$ cat config.mk
export PLATFORM = sky130hd
export DESIGN_NAME = bcd_byte_adder
export DESIGN_NICKNAME = d
export VERILOG_FILES = /design/src/rtl/bcd_byte_adder.sv
export SDC_FILE = /design/constraint.sdc
export NUM_CORES = 1
export LEC_CHECK = 0
export BUFFER_PORTS_ARGS = -buffer_cell sky130_fd_sc_hd__buf_2
export CORE_ASPECT_RATIO = 1.4
export CORE_UTILIZATION = 49
export CTS_CLUSTER_SIZE = 40
export DETAILED_ROUTE_END_ITERATION = 10
export MAX_ROUTING_LAYER = met4
export PLACE_DENSITY = 0.82
export SLEW_MARGIN = 15
export SYNTH_ARGS = -nofsm -noshare
export SYNTH_HDL_FRONTEND = slang
export SYNTH_SLANG_ARGS = --single-unit
$ cat constraint.sdc
create_clock -name clk -period 12.4 [get_ports clk]
set_input_delay 0.62 -clock clk [delete_from_list [all_inputs] [get_ports clk]]
set_output_delay 0.62 -clock clk [all_outputs]
set_load 0.01 [all_outputs]
$ cat src/rtl/bcd_byte_adder.sv
module bcd_byte_adder #(
  parameter int DATA_W = 32
) (
  input  logic              clk,
  input  logic              rst,
  input  logic              in_valid,
  input  logic [DATA_W-1:0] src_i,
  input  logic [DATA_W-1:0] dst_i,
  input  logic              x_i,
  input  logic [3:0]        flags_i,
  output logic              out_valid,
  output logic [DATA_W-1:0] dst_o,
  output logic [3:0]        flags_o,
  output logic              x_o
);
  localparam int SUM_W = 10;
  localparam int F_N = 3, F_Z = 2, F_V = 1, F_C = 0;

  logic [4:0]       lo_sum;
  logic [SUM_W-1:0] raw_sum, low_fix, dec_sum;
  logic             dec_carry, byte_nz;

  assign lo_sum    = {1'b0, src_i[3:0]} + {1'b0, dst_i[3:0]} + {4'b0, x_i};
  assign raw_sum   = {2'b0, src_i[7:4], 4'b0} + {2'b0, dst_i[7:4], 4'b0} + {5'b0, lo_sum};
  assign low_fix   = (lo_sum > 5'd9) ? raw_sum + 10'h006 : raw_sum;
  assign dec_carry = low_fix[9:4] > 6'd9;
  assign dec_sum   = dec_carry ? low_fix + 10'h060 : low_fix;
  assign byte_nz   = dec_sum[7:0] != 8'h00;

  always_ff @(posedge clk) begin
    if (rst) begin
      out_valid <= 1'b0;
      dst_o     <= '0;
      flags_o   <= '0;
      x_o       <= 1'b0;
    end else begin
      out_valid <= in_valid;
      if (in_valid) begin
        dst_o        <= {dst_i[DATA_W-1:8], dec_sum[7:0]};
        flags_o[F_N] <= flags_i[F_N];
        flags_o[F_Z] <= flags_i[F_Z] & ~byte_nz;
        flags_o[F_V] <= flags_i[F_V];
        flags_o[F_C] <= dec_carry;
        x_o          <= dec_carry;
      end
    end
  end
endmodule

==> reports/summary.txt, run 1 <==
Status -> finished, violations left
Failing checks -> DRC
Clk sinks -> 37
All-Layer GR Usage -> 19.8%
Drt pass-1 iters -> 7
Reg area -> 741 um^2
Starting Density -> 51.0%
Drt total wl -> 4.29 mm
Area after DPL -> 0.00258 mm^2
Number of buffers inserted by hold repair at cts -> 0
Reg clk slew, reported paths -> 0.07 ns
# setup viols final -> 0
# resized after CTS -> 0
Drt wl/cell -> 12.2 um
Final Critical Period -> 4.51 ns
Area delta synth->final -> 24.8%
Footprint of the multi-input gates -> 0.00131 mm^2
Post-synthesis average cell area -> 9.56 um^2
Largest net degree at the start of global routing -> 44
PortBufs -> 84
Fmax -> 0.222 GHz
Synth Register Bits -> 37
DRC viols -> 10
RSZ-0062 raised after global routing -> no
Worst ir drop on vdd -> 0.0592 mV
Clock Skew -> 0 ns
Post-synth EDFFs -> 0
Fill cells -> 368
Library cells used by synthesis -> 55
DR vias -> 1865
Core region area -> 0.00420 mm^2
Clock root buffer -> clkbuf_8
Static Leak -> 1.34 nW
DIE AREA -> 0.00464 mm^2
Min-delay worst type -> reg -> reg
Setup TNS Final -> 0 ns
Die width -> 57.9 um
Vias per cell -> 5.31
Antenna fix cells -> 0
Worst-Margin Slew -> 1.02 ns
PD cells -> 130 mW/mm^2
Clock Latency Late Sink -> 0.28 ns
Die height -> 80.2 um
MaxCap Viol Count -> 0
Synth warn -> 0
Post-synth top area share -> 34.6%
Ys async rst share -> 0%
Synth area leader -> dfxtp_1
Period utilization -> 36.4%
Min Hold Slack -> 0.484 ns
Critical Path Sink Type -> register
Netlist Area Pre-Place -> 0.00214 mm^2
DP Worst Slack -> 7.57 ns
Cell Rows -> 28
Synth Instances -> 224
H-tree levels -> 2
Most used DFF post-synth -> dfxtp_1
Num ports -> 110
Setup repair bufs after CTS -> 0
Post-DP HPWL -> 3.34 mm
Worst setup SP type -> input pin
Antenna-violating nets left -> 0
Worst Path Required -> 12.58 ns
Relative slew slack -> 32.2%
WP data arrival -> 4.69 ns
Nets -> 392
Initial antenna violation count -> 0
CP Max Fanout -> 9
Final hold violation count -> 0
Total power -> 0.347 mW
Placer congestion estimate -> 0.828
Syn_nets -> 311
Share of cells above drive strength 1 -> 35.3%
CP Class -> in -> reg
Setup slack, reg-to-reg -> 11.48 ns
Deepest clock path buffer count -> 2
First-pass GRT wire length -> 7.09 mm
Max Transition Viols Final -> 0
CTS tree -> built
Final Worst Setup Slack -> 7.89 ns
Total global routing overflow -> 0
Vias in the first global route -> 1744
DRT iter0 DRCs -> 68
Design area -> 0.00267 mm^2
Seq/Total Area, Yosys -> 34.6%
Top cells by area, synth -> dfxtp_1 (35%), mux2i_1 (14%), nor2_1 (6.8%), ha_1 (6.4%), fa_1 (3.7%)
CTS Buf Count -> 5
[kinds of logic after synthesis]
group | count (synthesis) | share of synthesized area (%)
XOR/XNOR | 8 | 3.97
multiplexers | 30 | 14.1
AND/OR/NAND/NOR | 74 | 17.6
AO/OA/AOI/OAI | 37 | 15.4
adder cells (fa/ha/maj) | 15 | 10.2
flip-flops | 37 | 34.6
buffers and inverters | 23 | 4.21
[per-layer routing]
layer,track usage (%),up-vias,wire [um]
met5,-,-,0
li1,-,958,-
met1,21.0,835,1810
met2,34.9,65,2160
met3,3.38,7,222
met4,10.0,0,104
[registers in the layout, indices dropped and copies added (netlist names)]
name	cells
flags_o	4
dst_o	32
out_valid	1
[where the power goes]
group          internal (mW)  switching (mW)  leakage [nW]
logic                 0.0570          0.0706         0.987
registers              0.129         0.00442         0.306
clock network         0.0450          0.0410        0.0512
[synth_stat cells, types with 3 or more instances]
cell type,instances
nand2b_1,6
clkbuf_1,7
o211ai_1,5
ha_1,11
dfxtp_1,37
mux2i_1,29
fa_1,4
nor2_1,39
nand2_1,3
xnor2_1,4
nand3_1,3
nor2b_1,4
a211oi_1,4
inv_1,13
[worst paths after layout]
kind                                 to                   from  depth (start not counted)
setup / recovery  dst_o[5]$_SDFFE_PP0P_               src_i[0]                         18
hold / removal    dst_o[5]$_SDFFE_PP0P_  dst_o[5]$_SDFFE_PP0P_                          1
setup reg to reg  dst_o[6]$_SDFFE_PP0P_  dst_o[6]$_SDFFE_PP0P_                          3
hold reg to reg   dst_o[5]$_SDFFE_PP0P_  dst_o[5]$_SDFFE_PP0P_                          1
[per-stage QoR]
stage          util (%)  std cells
2_1_floorplan         -        224
5_1_grt            63.6        351
3_5_place_dp       61.3        343
3_3_place_gp       61.3        343
4_1_cts            63.6        351
6_report           63.6        351
[cell type report]
cell class | count | share of cell area [%]
clock inverters | 2 | 0.515
clock buffers | 6 | 3.09
flip-flops and latches | 37 | 27.7
multi-input cells | 164 | 49.0
repair buffers | 84 | 15.7
inverters | 13 | 1.82
well taps | 45 | 2.11
[cell usage in the layout (no fill, tap or decap), types with 2 or more instances in the layout]
| cell type | Yosys | final |
|---|---|---|
| xor2_1 | 2 | 2 |
| nand2b_1 | 6 | 6 |
| nor3b_1 | 2 | 2 |
| and2_2 | 2 | 2 |
| a21oi_1 | 2 | 2 |
| nand2_1 | 3 | 3 |
| dfxtp_1 | 37 | 37 |
| o21ai_0 | 2 | 2 |
| a21boi_0 | 2 | 2 |
| inv_1 | 13 | 13 |
| xnor2_1 | 4 | 4 |
| a211oi_1 | 4 | 4 |
| and2_1 | 2 | 2 |
| xor2_2 | 2 | 2 |
| o211ai_1 | 5 | 5 |
| fa_1 | 4 | 4 |
| or3_1 | 2 | 2 |
| nand4_1 | 2 | 2 |
| mux2i_1 | 29 | 29 |
| clkbuf_8 | 0 | 6 |
| a311oi_1 | 2 | 2 |
| buf_2 | 0 | 84 |
| or4_1 | 2 | 2 |
| nor2_1 | 39 | 39 |
| ha_1 | 11 | 11 |
| nand3_1 | 3 | 3 |
| nor2b_1 | 4 | 4 |
| a31oi_1 | 2 | 2 |
[worst max-delay path, cell delays in order]
cell and delay, ns:
buf_2 0.09, fa_1 0.19, inv_1 0.06, fa_1 0.42
nand2b_1 0.20, a21oi_4 0.25, inv_1 0.16, fa_1 0.38
inv_1 0.06, ha_1 0.15, inv_1 0.05, fa_1 0.50
nor2b_1 0.22, o2111ai_1 0.21, or4_1 0.52, nand4_2 0.20
o211ai_1 0.12, a32o_1 0.28
(Power assumes the default switching activity.)
==> run 2, diff against run 1 <==
Settings changed: ABC_AREA set to 1, CORE_UTILIZATION 49 to 45, PLACE_DENSITY 0.82 to 0.77.
Clock period 12.4 ns to 4.19 ns, I/O delays scaled along.
==> reports/summary.txt, run 2 <==
Status -> finished clean
Cell Rows -> 28
Clk sinks -> 37
Post-synth top area share -> 35.7%
Worst setup SP type -> input pin
Vias in the first global route -> 1901
Worst hold path depth -> 3
Clock network fraction of design power -> 22.4%
# resized after CTS -> 0
Cell Count Post-Placement -> 429
Total power -> 0.982 mW
Reg clk slew, reported paths -> 0.07 ns
Synth Register Bits -> 37
Top cells by area, synth -> dfxtp_1 (36%), nor2_1 (12%), o21ai_0 (7.5%), nand2_1 (7.4%), inv_1 (7.1%)
Num ports -> 110
# setup viols final -> 0
Most flops, register -> dst_o
Worst ir drop on vdd -> 0.138 mV
Post-synth top cells -> nor2_1 (69), nand2_1 (41), inv_1 (39)
H-tree levels -> 2
Final Critical Period -> 3.63 ns
Deepest clock path buffer count -> 2
DIE AREA -> 0.00489 mm^2
Library cells used by synthesis -> 27
Setup repair bufs after CTS -> 0
Footprint of the multi-input gates -> 0.00113 mm^2
Reg area -> 741 um^2
Synth warn -> 0
RR Startpoint -> flags_o[0]$_SDFFE_PP0P_
Syn_nets -> 384
Crit path buffers/inverters -> 7
Commonest non-fill, non-tap cell in the layout -> buf_2
Max FFs per register -> 32
Worst Path Required -> 4.37 ns
CP endpoint -> dst_o[5]$_SDFFE_PP0P_
Setup slack, reg-to-reg -> 3.49 ns
Min-delay worst type -> in -> reg
Setup TNS Final -> 0 ns
Most frequent cell after synthesis -> nor2_1
Switching share of power -> 35.6%
Antenna fix cells -> 0
Starting Density -> 48.1%
Post-synthesis average cell area -> 6.98 um^2
CP Max Fanout -> 5
Placer congestion estimate -> 0.842
Max Transition Viols Final -> 0
Antenna-violating nets left -> 0
Reg-to-reg critical path endpoint -> flags_o[0]$_SDFFE_PP0P_
Crit. Startpoint -> src_i[0]
CTS Buf Count -> 5
Crit path largest cell delay -> 0.39 ns
Post-synth EDFFs -> 0
Drt pass-1 iters -> 4
Logic pwr share -> 37.2%
CP Class -> in -> reg
DP Worst Slack -> 0.235 ns
MaxCap Viol Count -> 0
Synth Instances -> 297
Period utilization -> 86.7%
First-pass GRT wire length -> 7.48 mm
Total global routing overflow -> 0
Pint -> 0.632 mW
Share of cells above drive strength 1 -> 28.3%
Area after DPL -> 0.00251 mm^2
Drt wl/cell -> 10.3 um
DR vias -> 2078
WP data arrival -> 3.81 ns
Most frequent cells in the layout -> buf_2 (84), nor2_1 (69), nand2_1 (41)
Clock Latency Late Sink -> 0.28 ns
Switching pwr -> 0.350 mW
Die width -> 59.4 um
Initial antenna violation count -> 0
Crit path max-delay family -> adder cells
Nets -> 463
Slowest CP cell -> fa_1
Number of buffers inserted by hold repair at cts -> 0
Seq/Total Area, Yosys -> 35.7%
Vias per cell -> 4.78
PortBufs -> 84
Final std cells w/o fill -> 435
Worst path depth -> 26
Largest net degree at the start of global routing -> 39
Synth area leader -> dfxtp_1
Static Leak -> 1.44 nW
Drt total wl -> 4.47 mm
Clock Skew -> 0 ns
Sequential Power Share -> 40.4%
Largest regs -> dst_o (32), flags_o (4), out_valid (1)
Design area -> 0.00259 mm^2
Final Worst Setup Slack -> 0.557 ns
DRC viols -> 0
Ys async rst share -> 0%
Most used DFF post-synth -> dfxtp_1
CTS tree -> built
Post-DP HPWL -> 3.45 mm
Critical Path Sink Type -> register
DRT iter0 DRCs -> 109
Die height -> 82.3 um
Area delta synth->final -> 24.7%
Worst-Margin Slew -> 0.983 ns
Final hold violation count -> 0
Fill cells -> 444
Clock root buffer -> clkbuf_8
RSZ-0062 raised after global routing -> no
PD cells -> 380 mW/mm^2
Reg2Reg Depth -> 4
All-Layer GR Usage -> 20.3%
Netlist Area Pre-Place -> 0.00207 mm^2
Relative slew slack -> 34.4%
Core region area -> 0.00431 mm^2
Fmax -> 0.275 GHz
[run 2: changes by cell type after synthesis, moves of 4 or more]
cell,delta
nand2b_1,-6
inv_1,+26
nand2_1,+38
a211oi_1,-4
mux2i_1,-29
nand2_2,+7
nand3_1,+13
o21ai_0,+29
nor2_1,+30
nor2b_1,-4
[run 2: worst register-to-register path, stage by stage, from the launching register on]
cell and delay, ns:
dfxtp_1 0.35, nor2_1 0.05, nor2_1 0.09, o21ai_0 0.08, inv_1 0.08
[run 2: cells by family (layout without fill, tap and decap cells)]
| kind of cell | after synthesis | after routing | share of synthesized area (%) |
|---|---|---|---|
| adder cells (fa/ha/maj) | 15 | 15 | 10.5 |
| XOR/XNOR | 5 | 5 | 2.11 |
| AND/OR/NAND/NOR | 146 | 146 | 30.5 |
| buffers and inverters | 52 | 130 | 9.96 |
| flip-flops | 37 | 37 | 35.7 |
| AO/OA/AOI/OAI | 42 | 42 | 11.2 |
[run 2: worst min-delay path by stage]
stage	startpoint	endpoint
final	dst_i[31]	dst_o[31]$_SDFFE_PP0P_
after global routing	flags_i[3]	flags_o[3]$_SDFFE_PP0P_
after CTS	rst	flags_o[2]$_SDFFE_PP0P_
after detailed placement	flags_i[3]	flags_o[3]$_SDFFE_PP0P_
after global placement	dst_i[10]	dst_o[10]$_SDFFE_PP0P_
after floorplan	rst	flags_o[2]$_SDFFE_PP0P_
[run 2: per-stage QoR]
step	util (%)	hold WS (ns)
after floorplan	-	0.272
after global placement	58.3	0.432
after detailed placement	58.3	0.438
after CTS	60.0	0.141
after global routing	60.0	0.144
final	60.0	0.144
[run 2: area by class of cell]
type	count	area share (%)
flip-flops and latches	37	28.6
well taps	60	2.90
clock inverters	1	0.194
inverters	40	5.81
repair buffers	84	16.3
clock buffers	5	2.66
multi-input cells	208	43.5
[run 2: per-layer routing]
layer	global-route usage [%]	part of all wire, %	wire [um]	vias to the layer above
met5	-	0	0	-
met4	10.2	2.6	117	0
met3	2.96	5.5	244	9
met2	39.8	50	2250	72
met1	18.5	42	1860	908
li1	-	-	-	1089
[run 2: power by group through the flow]
stage | clock network, mW | logic (mW) | registers (mW)
after global placement | 0 | 0.358 | 0.404
after floorplan | 0 | 0.253 | 0.421
after detailed placement | 0 | 0.368 | 0.405
after CTS | 0.225 | 0.369 | 0.397
final | 0.220 | 0.365 | 0.397
after global routing | 0.236 | 0.420 | 0.400
==> run 3, diff against run 2 <==
--- a/config.mk
+++ b/config.mk
@@ -9,9 +9,11 @@
 export BUFFER_PORTS_ARGS = -buffer_cell sky130_fd_sc_hd__buf_2
 export CORE_ASPECT_RATIO = 1.4
-export CORE_UTILIZATION = 45
+export CORE_UTILIZATION = 46
+export CTS_BUF_LIST = sky130_fd_sc_hd__clkbuf_4
 export CTS_CLUSTER_SIZE = 40
 export DETAILED_ROUTE_END_ITERATION = 10
+export GPL_TIMING_DRIVEN = 0
 export MAX_ROUTING_LAYER = met4
-export PLACE_DENSITY = 0.77
+export PLACE_DENSITY = 0.79
 export SLEW_MARGIN = 15
 export SYNTH_ARGS = -nofsm -noshare
==> constraint.sdc (replaced) <==
create_clock -name clk -period 4.19 [get_ports clk]
set_input_delay 1.0475 -clock clk [delete_from_list [all_inputs] [get_ports clk]]
set_output_delay 1.0475 -clock clk [all_outputs]
set_load 0.01 [all_outputs]
==> reports/summary.txt, run 3 (same netlist as run 2, synthesis figures left out) <==
Max Transition Viols Final -> 0
Vias per cell -> 4.68
Clock network fraction of design power -> 16.5%
Drt pass-1 iters -> 4
Clock Latency Late Sink -> 0.33 ns
Starting Density -> 48.5%
Num ports -> 110
Pint -> 0.613 mW
Drt total wl -> 4.66 mm
Design area -> 0.00273 mm^2
Static Leak -> 1.48 nW
Final Worst Setup Slack -> 0.150 ns
Die width -> 58.7 um
PortBufs -> 83
Cell Count Post-Placement -> 440
Total global routing overflow -> 0
Cell Rows -> 28
# setup viols final -> 0
DIE AREA -> 0.00478 mm^2
Antenna fix cells -> 0
Clock root buffer -> clkbuf_4
Final std cells w/o fill -> 451
Post-DP HPWL -> 3.68 mm
Setup TNS Final -> 0 ns
Placer congestion estimate -> 0.840
Worst ir drop on vdd -> 0.157 mV
Critical Path Sink Type -> register
DP Worst Slack -> -0.343 ns
PD cells -> 358 mW/mm^2
All-Layer GR Usage -> 20.3%
Max FFs per register -> 32
CTS Buf Count -> 5
Switching pwr -> 0.363 mW
Nets -> 479
CP dominant cell by count -> inv_2
Fill cells -> 434
Area after DPL -> 0.00260 mm^2
Clock Skew -> 0 ns
CP Max Fanout -> 5
Logic pwr share -> 42.9%
Most frequent cells in the layout -> buf_2 (83), nor2_1 (68), dfxtp_1 (37)
Total power -> 0.977 mW
Min Hold Slack -> 0.477 ns
WP data arrival -> 4.27 ns
Worst Path Required -> 4.42 ns
Worst setup SP type -> input pin
Final hold violation count -> 0
Reg clk slew, reported paths -> 0.09 ns
Antenna-violating nets left -> 0
Share of cells above drive strength 1 -> 33.2%
Core region area -> 0.00427 mm^2
Slowest CP cell -> fa_2
Worst-Margin Slew -> 0.414 ns
DRC viols -> 0
Largest regs -> dst_o (32), flags_o (4), out_valid (1)
Fmax -> 0.248 GHz
Vias in the first global route -> 1888
Layout Utilization -> 63.8%
Period utilization -> 96.4%
MaxCap Viol Count -> 0
Final Critical Period -> 4.04 ns
H-tree levels -> 2
Crit path largest cell delay -> 0.47 ns
Setup slack, reg-to-reg -> 3.51 ns
DR vias -> 2112
CTS tree -> built
Most flops, register -> dst_o
Min-delay worst type -> reg -> reg
DRT iter0 DRCs -> 131
CP Class -> in -> reg
Largest net degree at the start of global routing -> 11
Clk sinks -> 37
Area delta synth->final -> 31.6%
Initial antenna violation count -> 0
Deepest clock path buffer count -> 2
Sequential Power Share -> 40.7%
Switching share of power -> 37.2%
Relative slew slack -> 72.4%
Die height -> 81.4 um
Status -> finished clean
Drt wl/cell -> 10.3 um
First-pass GRT wire length -> 7.39 mm
Commonest non-fill, non-tap cell in the layout -> buf_2
[run 3: cell types whose count changed in the layout (fill, tap and decap cells not counted), sizes merged]
cell / change
buf: +8
clkbuf: +8
[run 3: final timing paths]
path                             endpoint               startpoint  depth (start not counted)
setup reg to reg  flags_o[0]$_SDFFE_PP0P_  flags_o[0]$_SDFFE_PP0P_                          4
hold reg to reg     dst_o[1]$_SDFFE_PP0P_    dst_o[1]$_SDFFE_PP0P_                          2
setup / recovery    dst_o[5]$_SDFFE_PP0P_                 src_i[0]                         27
hold / removal      dst_o[1]$_SDFFE_PP0P_    dst_o[1]$_SDFFE_PP0P_                          2
[run 3: routing by layer]
| layer | GRT usage, % | share of wire (%) | vias to the layer above |
|---|---|---|---|
| met4 | 9.05 | 1.8 | 0 |
| met1 | 18.7 | 40 | 916 |
| met3 | 3.31 | 5.9 | 8 |
| met2 | 39.9 | 52 | 67 |
| li1 | - | - | 1121 |
| met5 | - | 0 | - |
[run 3: critical path, delay by kind of cell]
family / cells / cell delay [ns]
buf+inv: 8 / 0.46
compound gates: 3 / 0.23
fa+ha+maj: 5 / 1.53
simple gates: 11 / 0.98
[run 3: cell type report]
type	count	area, um^2	share of cell area, %
Sequential cell	37	741	27.2
Clock buffer	5	37.5	1.38
Multi-Input combinational cell	208	1210	44.4
Timing Repair Buffer	88	453	16.6
Inverter	40	150	5.50
Clock inverter	1	5.00	0.183
Tap cell	60	75.1	2.75
Buffer	12	56.3	2.06
[run 3: what timing repair did]
action                                  4_1_cts  5_1_grt
hold buffers                                  0        0
setup buffers                                 0        5
resized for setup                             0       12
endpoints found under the setup margin        0        4
[run 3: power by group through the flow]
stage	Combinational [mW]	Sequential (mW)	Clock (mW)
6_report	0.419	0.397	0.161
5_1_grt	0.473	0.401	0.181
4_1_cts	0.388	0.397	0.168
3_5_place_dp	0.386	0.405	0
3_3_place_gp	0.380	0.404	0
2_1_floorplan	0.265	0.421	0
